<file path="src/rtl/cmdrx_pkg.sv">
package cmdrx_pkg;

  typedef enum logic [2:0] {
    S_HDR1,
    S_HDR2,
    S_CSH,
    S_CSL,
    S_DATA
  } rx_state_e;

  localparam logic [3:0] BCAST_ADDR = 4'hF;
  localparam logic [1:0] CODE_NONE  = 2'b00;
  localparam logic [1:0] CODE_RSVD  = 2'b11;
  localparam int         MAX_DATA   = 4;

  function automatic logic [2:0] data_count(input logic [1:0] code);
    case (code)
      2'b01:   data_count = 3'd2;
      2'b10:   data_count = 3'd4;
      default: data_count = 3'd0;
    endcase
  endfunction

endpackage

</file>
<file path="src/rtl/cmdrx_gap_timer.sv">
module cmdrx_gap_timer #(
  parameter int TIMEOUT_CYC = 1000
) (
  input  logic clk,
  input  logic rst,
  input  logic busy,
  input  logic byte_seen,
  output logic expire
);
  localparam int CW = $clog2(TIMEOUT_CYC + 1);
  localparam logic [CW-1:0] LAST = CW'(TIMEOUT_CYC - 1);

  logic [CW-1:0] cnt_q;

  always_ff @(posedge clk) begin
    if (rst || !busy || byte_seen) begin
      cnt_q <= '0;
    end else if (cnt_q != LAST) begin
      cnt_q <= cnt_q + 1'b1;
    end
  end

  assign expire = busy && !byte_seen && (cnt_q == LAST);

  // the idle counter never passes the timeout limit
  a_r8_cnt_bound: assert property (@(posedge clk) disable iff (rst)
    cnt_q < CW'(TIMEOUT_CYC));

  // an expiry returns the receiver to header wait on the next cycle
  a_r8_expire_idle: assert property (@(posedge clk) disable iff (rst)
    expire |=> !busy);

endmodule

</file>
<file path="src/rtl/cmdrx_sum.sv">
module cmdrx_sum #(
  parameter int W = 16
) (
  input  logic         clk,
  input  logic         rst,
  input  logic         load,
  input  logic         add,
  input  logic [7:0]   din,
  output logic [W-1:0] sum_q,
  output logic [W-1:0] sum_plus
);
  assign sum_plus = sum_q + W'(din);

  always_ff @(posedge clk) begin
    if (rst) begin
      sum_q <= '0;
    end else if (load) begin
      sum_q <= W'(din);
    end else if (add) begin
      sum_q <= sum_plus;
    end
  end

endmodule

</file>
<file path="src/rtl/cmdrx_data_buf.sv">
module cmdrx_data_buf #(
  parameter int NBYTES = 4,
  localparam int IW = (NBYTES > 1) ? $clog2(NBYTES) : 1
) (
  input  logic                clk,
  input  logic                rst,
  input  logic                clear,
  input  logic                wr,
  input  logic [IW-1:0]       idx,
  input  logic [7:0]          din,
  output logic [NBYTES*8-1:0] view
);

  for (genvar k = 0; k < NBYTES; k++) begin : g_slot
    logic [7:0] slot_q;
    logic       hit;

    assign hit = wr && (idx == IW'(k));

    always_ff @(posedge clk) begin
      if (rst || clear) begin
        slot_q <= '0;
      end else if (hit) begin
        slot_q <= din;
      end
    end

    assign view[k*8 +: 8] = hit ? din : slot_q;
  end

endmodule

</file>
<file path="src/rtl/cmd_pkt_rx.sv">
module cmd_pkt_rx
  import cmdrx_pkg::*;
#(
  parameter int TIMEOUT_CYC = 1000
) (
  input  logic        clk,
  input  logic        rst,
  input  logic        rx_valid,
  input  logic [7:0]  rx_byte,
  input  logic [3:0]  own_addr,
  output logic        pkt_valid,
  output logic [1:0]  pkt_hw_sel,
  output logic        pkt_rd,
  output logic        pkt_wr,
  output logic        pkt_exp,
  output logic [5:0]  pkt_cmd,
  output logic [2:0]  pkt_len,
  output logic [31:0] pkt_data,
  output logic        pkt_bcast,
  output logic        csum_err
);
  localparam int IW = $clog2(MAX_DATA);
  localparam int DW = MAX_DATA * 8;

  rx_state_e   st_q;
  logic [1:0]  code_q;
  logic [1:0]  hw_q;
  logic [7:0]  hdr2_q;
  logic [15:0] csum_q;
  logic [IW-1:0] didx_q;
  logic        match_q;
  logic        bcast_q;

  logic        expire;
  logic        busy;
  logic [15:0] sum_q;
  logic [15:0] sum_plus;
  logic [DW-1:0] buf_view;
  logic [2:0]  ndata;
  logic [7:0]  hdr2_now;
  logic        take_hdr1;
  logic        done_nodata;
  logic        last_data;
  logic        sum_ok;
  logic        accept;

  assign busy        = (st_q != S_HDR1);
  assign take_hdr1   = rx_valid && (st_q == S_HDR1);
  assign ndata       = data_count(code_q);
  assign hdr2_now    = (st_q == S_HDR2) ? rx_byte : hdr2_q;
  assign done_nodata = rx_valid && (st_q == S_HDR2) && (code_q == CODE_NONE);
  assign last_data   = rx_valid && (st_q == S_DATA) && ((3'(didx_q) + 3'd1) == ndata);
  assign sum_ok      = (sum_plus == csum_q);
  assign accept      = match_q && (done_nodata || (last_data && sum_ok));

  cmdrx_gap_timer #(.TIMEOUT_CYC(TIMEOUT_CYC)) i_gap (
    .clk       (clk),
    .rst       (rst),
    .busy      (busy),
    .byte_seen (rx_valid),
    .expire    (expire)
  );

  cmdrx_sum #(.W(16)) i_sum (
    .clk      (clk),
    .rst      (rst),
    .load     (take_hdr1),
    .add      (rx_valid && ((st_q == S_HDR2) || (st_q == S_DATA))),
    .din      (rx_byte),
    .sum_q    (sum_q),
    .sum_plus (sum_plus)
  );

  cmdrx_data_buf #(.NBYTES(MAX_DATA)) i_buf (
    .clk   (clk),
    .rst   (rst),
    .clear (take_hdr1),
    .wr    (rx_valid && (st_q == S_DATA)),
    .idx   (didx_q),
    .din   (rx_byte),
    .view  (buf_view)
  );

  // Framing state machine
  always_ff @(posedge clk) begin
    if (rst) begin
      st_q    <= S_HDR1;
      code_q  <= '0;
      hw_q    <= '0;
      hdr2_q  <= '0;
      csum_q  <= '0;
      didx_q  <= '0;
      match_q <= 1'b0;
      bcast_q <= 1'b0;
    end else if (rx_valid) begin
      case (st_q)
        S_HDR1: begin
          if (rx_byte[7:6] != CODE_RSVD) begin
            code_q  <= rx_byte[7:6];
            hw_q    <= rx_byte[5:4];
            match_q <= (rx_byte[3:0] == own_addr) || (rx_byte[3:0] == BCAST_ADDR);
            bcast_q <= (rx_byte[3:0] == BCAST_ADDR);
            st_q    <= S_HDR2;
          end
        end
        S_HDR2: begin
          hdr2_q <= rx_byte;
          st_q   <= (code_q == CODE_NONE) ? S_HDR1 : S_CSH;
        end
        S_CSH: begin
          csum_q[15:8] <= rx_byte;
          st_q         <= S_CSL;
        end
        S_CSL: begin
          csum_q[7:0] <= rx_byte;
          didx_q      <= '0;
          st_q        <= S_DATA;
        end
        S_DATA: begin
          if (last_data) begin
            st_q <= S_HDR1;
          end else begin
            didx_q <= didx_q + 1'b1;
          end
        end
        default: st_q <= S_HDR1;
      endcase
    end else if (expire) begin
      st_q <= S_HDR1;
    end
  end

  // Registered result outputs
  always_ff @(posedge clk) begin
    if (rst) begin
      pkt_valid  <= 1'b0;
      csum_err   <= 1'b0;
      pkt_hw_sel <= '0;
      pkt_rd     <= 1'b0;
      pkt_wr     <= 1'b0;
      pkt_exp    <= 1'b0;
      pkt_cmd    <= '0;
      pkt_len    <= '0;
      pkt_data   <= '0;
      pkt_bcast  <= 1'b0;
    end else begin
      pkt_valid <= accept;
      csum_err  <= match_q && last_data && !sum_ok;
      if (accept) begin
        pkt_hw_sel <= hw_q;
        pkt_rd     <= (code_q != CODE_NONE) && hdr2_now[7];
        pkt_wr     <= (code_q != CODE_NONE) && !hdr2_now[7];
        pkt_exp    <= hdr2_now[6];
        pkt_cmd    <= hdr2_now[5:0];
        pkt_len    <= ndata;
        pkt_data   <= buf_view;
        pkt_bcast  <= bcast_q;
      end
    end
  end

  // packet-valid lasts one cycle
  a_r9_valid_pulse: assert property (@(posedge clk) disable iff (rst)
    pkt_valid |=> !pkt_valid);

  // a result only follows a sampled byte
  a_r9_after_byte: assert property (@(posedge clk) disable iff (rst)
    (pkt_valid || csum_err) |-> $past(rx_valid));

  // error pulse is single-cycle and never coincides with acceptance
  a_r6_err_pulse: assert property (@(posedge clk) disable iff (rst)
    csum_err |=> !csum_err);
  a_r6_err_excl: assert property (@(posedge clk) disable iff (rst)
    !(pkt_valid && csum_err));

  // read and write never both set; no-data packets set neither
  a_r3_rdwr_excl: assert property (@(posedge clk) disable iff (rst)
    !(pkt_rd && pkt_wr));
  a_r3_nodata: assert property (@(posedge clk) disable iff (rst)
    (pkt_valid && pkt_len == 3'd0) |-> (!pkt_rd && !pkt_wr));

  // only legal data counts are reported
  a_r1_len_legal: assert property (@(posedge clk) disable iff (rst)
    pkt_valid |-> (pkt_len == 3'd0 || pkt_len == 3'd2 || pkt_len == 3'd4));

  // fields hold between accepted packets
  a_r9_hold: assert property (@(posedge clk) disable iff (rst)
    (!pkt_valid && !$past(rst)) |-> $stable(pkt_data));

endmodule

</file>
<file path="config.mk">
export PLATFORM = sky130hd
export DESIGN_NAME = cmd_pkt_rx
export DESIGN_NICKNAME = d
export VERILOG_FILES = /design/src/rtl/cmdrx_pkg.sv /design/src/rtl/cmdrx_gap_timer.sv /design/src/rtl/cmdrx_sum.sv /design/src/rtl/cmdrx_data_buf.sv /design/src/rtl/cmd_pkt_rx.sv
export SDC_FILE = /design/constraint.sdc
export NUM_CORES = 1
export LEC_CHECK = 0
export ABC_CLOCK_PERIOD_IN_PS = 2700
export BUFFER_PORTS_ARGS = -buffer_cell sky130_fd_sc_hd__clkbuf_2
export CAP_MARGIN = 20
export CORE_UTILIZATION = 40
export DETAILED_ROUTE_END_ITERATION = 8
export MAX_ROUTING_LAYER = met4
export SLEW_MARGIN = 25
export SYNTH_ARGS = -nofsm -noshare
export SYNTH_HDL_FRONTEND = slang
export SYNTH_SLANG_ARGS = --single-unit
</file>
<file path="constraint.sdc">
create_clock -name clk -period 2.7 [get_ports clk]
set_input_delay 0 -clock clk [delete_from_list [all_inputs] [get_ports clk]]
set_output_delay 0 -clock clk [all_outputs]
set_load 0.01 [all_outputs]
</file>
---- Yosys cells after proc, flatten, opt, wreduce, memory -nomap -nowiden ----
Cells that the tools add are included.
storage, ports and cells
  output and inout bits ................... 49
  input bits .............................. 15
  register bits ........................... 142
cells by class
  reductions and logical operators ........ 42
  multiplexer cells ....................... 16
  eq/ne operators ......................... 19
  $add $sub $neg .......................... 4
operators by type and width
  kind                                                                    number
  8-bit 2-to-1 mux                                                        7
  1-bit logical AND                                                       18
  16-bit by 8-bit adder with 16-bit output                                1
  16-bit equality test                                                    1
  3-bit case mux with 5 select lines                                      1
  3-bit 2-to-1 mux                                                        4
  10-bit by 1-bit adder with 10-bit output (second input constant)        1
  10-bit equality test (second input constant)                            1
  10-bit != test (second input constant)                                  1
  3-bit AND reduction                                                     3
  2-bit nonzero test                                                      4
  2-bit equality test (second input constant)                             3
  3-bit by 2-bit equality test with 1-bit output (second input constant)  2
  1-bit logical OR                                                        6
  3-bit case mux with 2 select lines                                      1
  2-bit by 1-bit equality test with 1-bit output (second input constant)  2
  4-bit equality test                                                     1
  4-bit equality test (second input constant)                             1
  1-bit zero test                                                         4
  2-bit zero test                                                         2
  2-bit 2-to-1 mux                                                        2
  2-bit != test (second input constant)                                   2
  2-bit case mux with 2 select lines                                      1
  2-bit AND reduction                                                     2
  10 further kinds                                                        10

---- Logic depth before layout (Yosys ltp) ----
Gate-level depths: netlist (run 1).
  word-level depth ........................ 7
  gate-level depth with buffers ........... 13
  depth with buffers taken out ............ 11

---- Cells and area by module ----
Synthesis (run 1) repeated with hierarchy kept, for this count alone.
unflattened totals
  cell total of the unflattened synthesis .. 789
  area, all modules ....................... 7,236.9 sq um
by module, submodules not included
  module           cells each  area each (sq um)  instances
  cmd_pkt_rx       426         3,757.4            1
  cmdrx_data_buf   156         1,793.0            1
  cmdrx_sum        152         1,193.6            1
  cmdrx_gap_timer  55          493.0              1

---- Least setup slack after synthesis (run 1) ----
No wires, ideal clock.
  path kind ............................... register to register
  start ................................... reg i_sum.sum_q[0]
  end ..................................... reg pkt_data[25]
  setup time .............................. 145 ps
  path slack .............................. -159 ps
  period minus slack after synthesis ...... 2,859 ps
  arrival ................................. 2,715 ps
  cell stages (with the launch flop) ...... 14
  path buffers ............................ 2
  cell sequence ........................... dfxtp_1 ha_1 fa_1 nand3_1 nand2_1 a31oi_1 mux2i_1 mux2i_1 nor4_2 nand4b_1 buf_2 buf_6 a211oi_2 a211oi_2
between the ends
  word-level cells in the longest chain between the ends .. 5
RTL lines
  element                                   RTL line           RTL
  start, declared                           cmdrx_sum.sv:9     output logic [W-1:0] sum_q,
  start signal, assigned                    cmdrx_sum.sv:18    sum_q <= W'(din);
  start signal, assigned                    cmdrx_sum.sv:20    sum_q <= sum_plus;
  16-bit by 8-bit adder with 16-bit output  cmdrx_sum.sv:12    assign sum_plus = sum_q + W'(din);
  16-bit equality test                      cmd_pkt_rx.sv:53   assign sum_ok = (sum_plus == csum_q);
  1-bit logical AND                         cmd_pkt_rx.sv:54   assign accept = match_q && (done_nodata || (last_data && sum_ok));
  1-bit logical OR                          cmd_pkt_rx.sv:54
  1-bit logical AND                         cmd_pkt_rx.sv:54
  end signal, assigned                      cmd_pkt_rx.sv:156  pkt_data <= buf_view;
  end, declared                             cmd_pkt_rx.sv:18   output logic [31:0] pkt_data,
Every way passes these cells.
A chain may end at the register's enable or synchronous reset.

---- Worst setup path in the final report (run 1) ----
  start ................................... reg i_sum.sum_q[0]
  end ..................................... reg pkt_wr
between the ends
  word-level cells in the longest chain between the ends .. 5
RTL lines
  element                                   RTL line           RTL
  16-bit by 8-bit adder with 16-bit output  cmdrx_sum.sv:12
  16-bit equality test                      cmd_pkt_rx.sv:53
  1-bit logical AND                         cmd_pkt_rx.sv:54
  1-bit logical OR                          cmd_pkt_rx.sv:54
  1-bit logical AND                         cmd_pkt_rx.sv:54
  end signal, assigned                      cmd_pkt_rx.sv:152  pkt_wr <= (code_q != CODE_NONE) && !hdr2_now[7];
  end, declared                             cmd_pkt_rx.sv:14   output logic pkt_wr,
Every way passes these cells.

==> results of run 1 <==
[area by class of cell]
| class | count | area share |
|---|---|---|
| Clock inverter | 11 | 0.0107 |
| Tap cell | 220 | 0.0311 |
| Timing Repair Buffer | 150 | 0.126 |
| Antenna cell | 1 | 0.000283 |
| Sequential cell | 141 | 0.319 |
| Inverter | 26 | 0.0110 |
| Clock buffer | 21 | 0.0509 |
| Multi-Input combinational cell | 544 | 0.451 |
[where the power goes]
group / total [mW] / switching (mW) / internal, mW
Sequential: 2.13 / 0.0256 / 2.11
Clock: 2.18 / 0.900 / 1.28
Combinational: 0.603 / 0.353 / 0.250
Total: 4.92 / 1.28 / 3.64
[routing by layer]
layer  share of wire  wire (µm)  global-route usage  vias to the layer above
li1                -          -                   -                     2964
met4           0.028        548              0.0977                        0
met3           0.065       1260              0.0498                       41
met5               0          0                   -                        -
met2            0.47       9190               0.387                      194
met1            0.43       8380               0.286                     2930
[cells in the final DEF, fill, tap and decap left out, types with 14 or more instances in the layout]
master / count
nor2b_1: 20
a211oi_2: 29
dfxtp_1: 139
xnor2_1: 17
mux2_2: 18
nor2_1: 60
clkbuf_16: 17
nand2_1: 91
mux2i_1: 32
o211ai_1: 23
clkbuf_2: 62
a21oi_1: 47
buf_4: 73
xor2_1: 14
o211a_1: 22
nand3_1: 17
inv_1: 26
[worst register-to-register path, cell delays in order (launching register included)]
cell and delay (ns):
dfxtp_2 0.33, ha_4 0.16, fa_2 0.58, xnor2_2 0.12, nand2_1 0.09, a2111oi_2 0.22, nand4_1 0.22, nor4_4 0.32
buf_4 0.17, and4b_4 0.26, buf_4 0.13, o21ai_4 0.13, a32o_1 0.28
[how the worst min path moves through the flow]
stage | startpoint | endpoint | slack (ns) | cells after the start
floorplan | rx_valid | didx_q[0]$_SDFFE_PP0P_ | 0.10 | 1
global placement | rx_valid | didx_q[0]$_SDFFE_PP0P_ | 0.30 | 2
detailed placement | rx_valid | didx_q[0]$_SDFFE_PP0P_ | 0.30 | 2
CTS | rx_byte[3] | csum_q[3]$_SDFFE_PP0P_ | 0.02 | 4
global route | rx_byte[5] | csum_q[5]$_SDFFE_PP0P_ | 0.06 | 4
finish | rx_byte[5] | csum_q[5]$_SDFFE_PP0P_ | 0.04 | 4
[kinds of logic (layout without fill, tap and decap cells)]
family / Yosys count / after routing
AND/OR/NAND/NOR: 258 / 258
AO/OA/AOI/OAI: 184 / 186
flip-flops: 141 / 141
buffers and inverters: 86 / 208
multiplexers: 51 / 51
XOR/XNOR: 34 / 34
adder cells (fa/ha/maj): 14 / 14
other: 1 / 2
[state kept, by name, indices dropped and copies added (netlist names)]
name	flops
pkt_exp	1
csum_q	16
pkt_hw_sel	2
pkt_wr	1
hw_q	2
pkt_bcast	1
pkt_cmd	6
i_buf.g_slot.slot_q	32
hdr2_q	8
st_q	3
bcast_q	1
code_q	2
pkt_len	2
pkt_data	32
match_q	1
i_gap.cnt_q	10
didx_q	2
i_sum.sum_q	16
pkt_valid	1
pkt_rd	1
csum_err	1
[repair_timing]
item                       in CTS  in global routing
setup buffers                  12                  4
hold endpoints to repair        1                  0
pin swaps                      20                 17
hold buffers                    1                  0
resized for setup              48                 20
setup endpoints to repair      48                 48
gates cloned                    5                  1
[metrics by stage]
stage                     hold WS (ns)  power (mW)  setup TNS (ns)  utilization  instance area [µm²]
after detailed placement         0.301        2.70          -20.13        0.466                 7750
after CTS                       0.0181        4.92          -17.08        0.526                 8750
final                           0.0409        4.92          -17.98        0.532                 8860
after global routing            0.0556        5.10          -22.66        0.532                 8850
after floorplan                  0.101        2.50          -0.165            -                 6900
after global placement           0.302        2.69          -14.80        0.466                 7750
==> results.cfg, run 1 <==
[run_status]
status = finished with violations
violations = negative setup slack

[die]
num_rows = 47
die-area_mm2 = 0.0176
fp.dieH_um = 133
core_mm2 = 0.0166
initial_core_util = 0.411
die_width_um = 133
io-pin-count = 64

[cells_and_area]
nets = 909
area_growth_pct = 29.5
fillers = 1488
multi_input_area_mm2 = 0.00399
fin_cells = 1114
drive_above_1_share = 0.305
seq_area_mm2 = 0.00283

[cts]
cts_tree = yes
path_clk_slew_ns = 0.06
clockRootBuffer = clkbuf_16
htreeDepth = 4
worstSkewPairLatency_ns = 0.43
cts_buffers = 17
clock_sinks = 141
cts_buffer_depth = 2

[detailed_routing]
wl_per_cell_um = 17.4
antenna_left = 0
drtIter0Drc = 270
via_per_inst = 5.50
wl_mm = 19.4
first_pass_iters = 4
vias = 6129
drc_errors = 0

[placed_design]
placed_cells = 1059
hpwlAfterDp_mm = 12.7
pre_cts_ws_ns = -0.517
gp_congestion = 0.876
portBuffers = 62

[yosys]
synth_top_family_by_area = compound AO/OA/AOI/OAI gates
avgSynthCellArea_um2 = 8.90
synth-simple-area-share = 0.178
yosys-top-cells-count = dfxtp_1 (141), nand2_1 (94), nor2_1 (62)
yosys_most_used_dff = dfxtp_1
synth-seq-cells = 141
synth_nets = 798
synth.distinct_cells = 61
synth_area_leaders = dfxtp_1 (41%), nand2_1 (5.2%), mux2i_1 (4.8%)
yosysSeqAreaShare = 0.413
synth_area_mm2 = 0.00684
synth_edf_count = 0
synthXorXnorAreaFrac = 0.0435
muxShareOfSynthArea = 0.0779
syn_inst = 769
synth_top_area_share = 0.413
synthAdderAreaFrac = 0.0267
synthArstFlopShare = 0
synth-compound-area-share = 0.207
synth_top_area_cell = dfxtp_1
yosysWarningCount = 0
yosysMostFrequentCell = dfxtp_1

[critical_path]
max_stage_delay_ns = 0.58
r2r_start = i_sum.sum_q[0]$_SDFFE_PP0P_
r2r-end = pkt_wr$_SDFFE_PP0P_
crit_path_cell_trace = ha_4 -> fa_2 -> xnor2_2 -> nand2_1 -> a2111oi_2 -> nand4_1 -> nor4_4 -> buf_4 -> and4b_4 -> buf_4 -> o21ai_4 -> a32o_1
cp_max_fo = 9
cp_slowest_cell = fa_2
crit_start = i_sum.sum_q[0]$_SDFFE_PP0P_
crit_top_cell = buf_4
crit_family = simple AND/OR/NAND/NOR gates
cp.depth = 12
cp-endpoint = pkt_wr$_SDFFE_PP0P_
critical_path_buf_inv_count = 2
cp-start-kind = flop
crit_type = reg -> reg
reg2regPathDepth = 12
crit_path_end_kind = flop
critPathArrivalTime_ns = 3.45
r2r_setup_slack_ns = -0.43
crit_required_ns = 3.01

[global_route]
antenna_found_initial = 0
grt_max_degree = 41
grt_overflow = 0
grt_usage = 0.238
grt_first_pass_wirelength_mm = 31.9
grt_pass1_vias = 6109

[timing]
clock_skew_ns = 0.0119
period_minus_slack_ns = 3.13
setup_ws_ns = -0.433
maxSlewHeadroom = 0.323
maxSlewViolCount = 0
hold_violations = 0
worst_pin_slew_ns = 1.01
timing.final.crit_share = 1.16
fmax_mhz = 319
setup_violations = 48
grt_setup_unrepaired = true

[pwr]
powerDensity_mw_per_mm2 = 555
peakVddDrop_v = 0.000559
p_leak_nw = 3.65

[worst_hold_path]
min_path_type = in -> reg

[job]
max_cap_violations = 0
No activity file was read; power rests on OpenSTA's default activity.
==> run 2, diff against run 1 <==
--- a/config.mk
+++ b/config.mk
@@ -9,9 +9,9 @@
 export BUFFER_PORTS_ARGS = -buffer_cell sky130_fd_sc_hd__clkbuf_2
 export CAP_MARGIN = 20
 export CORE_UTILIZATION = 40
+export CTS_BUF_LIST = sky130_fd_sc_hd__clkbuf_16
 export DETAILED_ROUTE_END_ITERATION = 8
 export MAX_ROUTING_LAYER = met4
-export SLEW_MARGIN = 25
 export SYNTH_ARGS = -nofsm -noshare
 export SYNTH_HDL_FRONTEND = slang
 export SYNTH_SLANG_ARGS = --single-unit
==> constraint.sdc (replaced) <==
create_clock -name clk -period 2.7 [get_ports clk]
set_input_delay 0 -clock clk [delete_from_list [all_inputs] [get_ports clk]]
set_output_delay 0 -clock clk [all_outputs]
set_load 0.005 [all_outputs]
==> results.cfg, run 2 (synthesis gave the netlist of run 1 again) <==
[timing]
maxSlewHeadroom = 0.336
timing.final.crit_share = 1.18
setup_violations = 48
worst_pin_slew_ns = 0.995
setup_ws_ns = -0.489
hold_violations = 0
maxSlewViolCount = 0
fmax_mhz = 314
clock_skew_ns = 0.0120
period_minus_slack_ns = 3.19
grt_setup_unrepaired = true

[cts]
cts_tree = yes
clockRootBuffer = clkbuf_16
cts_buffers = 17
clock_sinks = 141
htreeDepth = 4
worstSkewPairLatency_ns = 0.43
path_clk_slew_ns = 0.06
cts_buffer_depth = 2

[critical_path]
max_stage_delay_ns = 0.58
cp_max_fo = 6
crit_path_end_kind = flop
crit_type = reg -> reg
crit_required_ns = 3.01
critical_path_buf_inv_count = 4
cp-start-kind = flop
critPathArrivalTime_ns = 3.50
crit_family = simple AND/OR/NAND/NOR gates
crit_path_cell_trace = ha_4 -> fa_2 -> xnor2_2 -> nand2_1 -> a2111oi_2 -> nand4_1 -> nor4_4 -> buf_4 -> and4b_4 -> buf_6 -> buf_12 -> clkbuf_16 -> o211ai_1 -> o211a_1
cp_slowest_cell = fa_2

[cells_and_area]
fin_cells = 1113
layout_commonest_cell = dfxtp_1
area_growth_pct = 29.6
stdcell_area_mm2 = 0.00887
drive_above_1_share = 0.301
reg.largest.list = i_buf.g_slot.slot_q x32, pkt_data x32
layout_common_cells = dfxtp_1 (139), nand2_1 (91), buf_4 (72), clkbuf_2 (62), nor2_1 (60)
finish.utilization = 0.533
num_antenna_cells = 0
nets = 909

[worst_hold_path]
min_path_type = in -> reg

[detailed_routing]
wl_per_cell_um = 17.5
first_pass_iters = 4
antenna_left = 0
wl_mm = 19.4
vias = 6150
drc_errors = 0
drtIter0Drc = 285
via_per_inst = 5.53

[global_route]
grt_usage = 0.238
grt_overflow = 0
grt_first_pass_wirelength_mm = 31.7
grt_max_degree = 41
antenna_found_initial = 0
grt_pass1_vias = 6059

[run_status]
violations = negative setup slack
status = finished with violations

[placed_design]
placed_cells = 1059
gp_congestion = 0.876
pre_cts_ws_ns = -0.517
hpwlAfterDp_mm = 12.7
place_area_mm2 = 0.00775
portBuffers = 62

[pwr]
powerDensity_mw_per_mm2 = 550
power_mw = 4.88
p_leak_nw = 3.67
peakVddDrop_v = 0.000560

[die]
die_width_um = 133
io-pin-count = 64
die-area_mm2 = 0.0176
fp.dieH_um = 133
num_rows = 47
core_mm2 = 0.0166
initial_core_util = 0.411

[job]
max_cap_violations = 0
[run 2: final cells by class]
cell class | instances | area, µm²
inverter | 26 | 97.6
tap | 220 | 275
timing repair buffer | 150 | 1160
sequential | 141 | 2830
fill | 1487 | 7770
clock buffer | 17 | 425
clock inverter | 15 | 110
multi-input combinational | 544 | 3970
[run 2: metrics by stage]
| step | setup TNS (ns) | hold WS [ns] |
|---|---|---|
| 4_1_cts | -17.04 | 0.0196 |
| 6_report | -19.31 | 0.0437 |
| 5_1_grt | -24.17 | 0.0539 |
| 3_5_place_dp | -20.13 | 0.301 |
| 3_3_place_gp | -14.80 | 0.302 |
| 2_1_floorplan | -0.165 | 0.101 |
[run 2: repair_timing]
| action | in CTS | in global routing |
|---|---|---|
| pin swaps | 20 | 12 |
| endpoints found under the hold margin | 1 | 0 |
| setup endpoints to repair | 48 | 48 |
| hold buffers | 1 | 0 |
| gates resized for setup | 48 | 14 |
| cloned | 5 | 2 |
| setup buffers | 12 | 2 |
[run 2: final timing paths]
check | endpoint | startpoint | slack (ns) | cells past startpoint
setup / recovery | pkt_data[20]$_SDFFE_PP0P_ | i_sum.sum_q[0]$_SDFFE_PP0P_ | -0.49 | 14
hold / removal | csum_q[5]$_SDFFE_PP0P_ | rx_byte[5] | 0.04 | 4
setup reg to reg | pkt_data[20]$_SDFFE_PP0P_ | i_sum.sum_q[0]$_SDFFE_PP0P_ | -0.49 | 14
hold reg to reg | hdr2_q[0]$_SDFFE_PP0P_ | hdr2_q[0]$_SDFFE_PP0P_ | 0.46 | 2
[run 2: where the power goes]
part	internal (mW)	leakage (nW)	switching, mW
sequential	2.11	1.14	0.0257
combinational	0.250	2.26	0.352
clock	1.24	0.269	0.897
total	3.60	3.67	1.27
[run 2: tightest hold or removal path, stage by stage]
cell and delay [ns]:
clkbuf_2 0.09, buf_4 0.20, nand2_1 0.08, a21oi_1 0.05
[run 2: layer usage]
layer	global-route usage	share of wire
met1	0.286	0.45
met2	0.386	0.48
met3	0.0513	0.051
met4	0.0926	0.020
met5	-	0
==> run 3, diff against run 2 <==
--- a/config.mk
+++ b/config.mk
@@ -12,6 +12,7 @@
 export CTS_BUF_LIST = sky130_fd_sc_hd__clkbuf_16
 export DETAILED_ROUTE_END_ITERATION = 8
 export MAX_ROUTING_LAYER = met4
+export REMOVE_ABC_BUFFERS = 1
 export SYNTH_ARGS = -nofsm -noshare
 export SYNTH_HDL_FRONTEND = slang
 export SYNTH_SLANG_ARGS = --single-unit
==> results.cfg, run 3 (synthesis gave the netlist of run 1 again) <==
[timing]
maxSlewHeadroom = 0.267
timing.final.crit_share = 1.13
clock_skew_ns = 0.0138
setup_violations = 47
fin_hold_ws_ns = 0.0324
grt_setup_unrepaired = true
hold_violations = 0
setup_ws_ns = -0.355
maxSlewViolCount = 0
period_minus_slack_ns = 3.06
worst_pin_slew_ns = 1.10
fmax_mhz = 327

[detailed_routing]
wl_mm = 19.1
wl_per_cell_um = 17.2
first_pass_iters = 4
drc_errors = 0
vias = 5952
via_per_inst = 5.37
antenna_left = 0
drtIter0Drc = 259

[critical_path]
cp_slowest_cell = and4b_4
cp_max_fo = 6
cp-start-kind = flop
critical_path_buf_inv_count = 4
crit_type = reg -> reg
crit_path_cell_trace = ha_1 -> buf_4 -> nand4_1 -> a211oi_2 -> buf_4 -> o2111ai_4 -> xnor2_2 -> nor4_4 -> buf_4 -> and4b_4 -> o21ai_4 -> buf_12 -> a211oi_1
max_stage_delay_ns = 0.33
crit_top_cell = buf_4
crit_family = simple AND/OR/NAND/NOR gates
crit_required_ns = 3.04
critPathArrivalTime_ns = 3.39
crit_path_end_kind = flop

[die]
initial_core_util = 0.411
fp.dieH_um = 133
io-pin-count = 64
num_rows = 47
die_width_um = 133
core_mm2 = 0.0166
die-area_mm2 = 0.0176

[placed_design]
gp_congestion = 0.847
place_area_mm2 = 0.00777
hpwlAfterDp_mm = 12.1
portBuffers = 62

[worst_hold_path]
min_path_type = in -> reg

[cts]
cts_tree = yes
cts_buffers = 17
path_clk_slew_ns = 0.06
cts_buffer_depth = 2
htreeDepth = 4
worstSkewPairLatency_ns = 0.43
clock_sinks = 141
clockRootBuffer = clkbuf_16

[job]
max_cap_violations = 0

[cells_and_area]
layout_common_cells = dfxtp_1 (139), nand2_1 (93), buf_4 (72), clkbuf_2 (62), nor2_1 (60)
drive_above_1_share = 0.304
nets = 905
reg.largest.list = i_buf.g_slot.slot_q x32, pkt_data x32
stdcell_area_mm2 = 0.00885
layout_commonest_cell = dfxtp_1
num_antenna_cells = 0
area_growth_pct = 29.3

[run_status]
violations = negative setup slack
status = finished with violations

[global_route]
grt_usage = 0.224
grt_first_pass_wirelength_mm = 29.8
antenna_found_initial = 0
grt_overflow = 0
grt_pass1_vias = 5578
grt_max_degree = 40

[pwr]
p_leak_nw = 3.64
power_mw = 5.00
powerDensity_mw_per_mm2 = 566
peakVddDrop_v = 0.000452
run 3: power by group:
group,switching (mW),total (mW),internal (mW)
Combinational,0.349,0.618,0.269
Clock,0.976,2.26,1.28
Sequential,0.0227,2.13,2.11
Total,1.35,5.00,3.66
run 3: worst min-delay path: stages:
cell and delay [ns]:
clkbuf_2 0.09, xnor2_1 0.05, nand4_1 0.06, a21oi_1 0.06, a21oi_1 0.11, nor2_1 0.04
run 3: timing repair:
item	in CTS	in global routing
hold buffers	1	0
cloned	4	1
hold endpoints to repair	1	0
endpoints found under the setup margin	48	48
pin swaps	28	25
buffers inserted	8	3
resized for setup	38	43
run 3: cell type report:
class / count / area [µm²]
Timing Repair Buffer: 148 / 1090
Multi-Input combinational cell: 542 / 3990
Tap cell: 220 / 275
Fill cell: 1531 / 7800
Sequential cell: 141 / 2830
Clock inverter: 15 / 140
Inverter: 26 / 97.6
Clock buffer: 17 / 425
run 3: final timing paths:
path                                                  to  cells after the start                   startpoint  slack, ns
worst max-delay path            pkt_data[1]$_SDFFE_PP0P_                     13  i_sum.sum_q[2]$_SDFFE_PP0P_      -0.36
worst min-delay path                match_q$_SDFFE_PP0P_                      6                  own_addr[2]       0.03
worst max register to register  pkt_data[1]$_SDFFE_PP0P_                     13  i_sum.sum_q[2]$_SDFFE_PP0P_      -0.36
worst min register to register    hdr2_q[6]$_SDFFE_PP0P_                      2       hdr2_q[6]$_SDFFE_PP0P_       0.45
run 3: stage by stage:
stage / setup slack, ns / util / cells / setup TNS (ns)
2_1_floorplan: -1.83 / - / 709 / -72.46
3_3_place_gp: -0.481 / 0.467 / 1065 / -19.90
3_5_place_dp: -0.518 / 0.467 / 1065 / -21.89
4_1_cts: -0.390 / 0.522 / 1109 / -16.19
5_1_grt: -0.497 / 0.532 / 1109 / -21.16
6_report: -0.355 / 0.532 / 1109 / -13.86
run 3: routing by layer:
metal,global-route usage,up-vias,share of wire
met4,0.0811,0,0.014
li1,-,2950,-
met2,0.351,126,0.48
met1,0.292,2854,0.47
met3,0.0341,22,0.035
met5,-,-,0
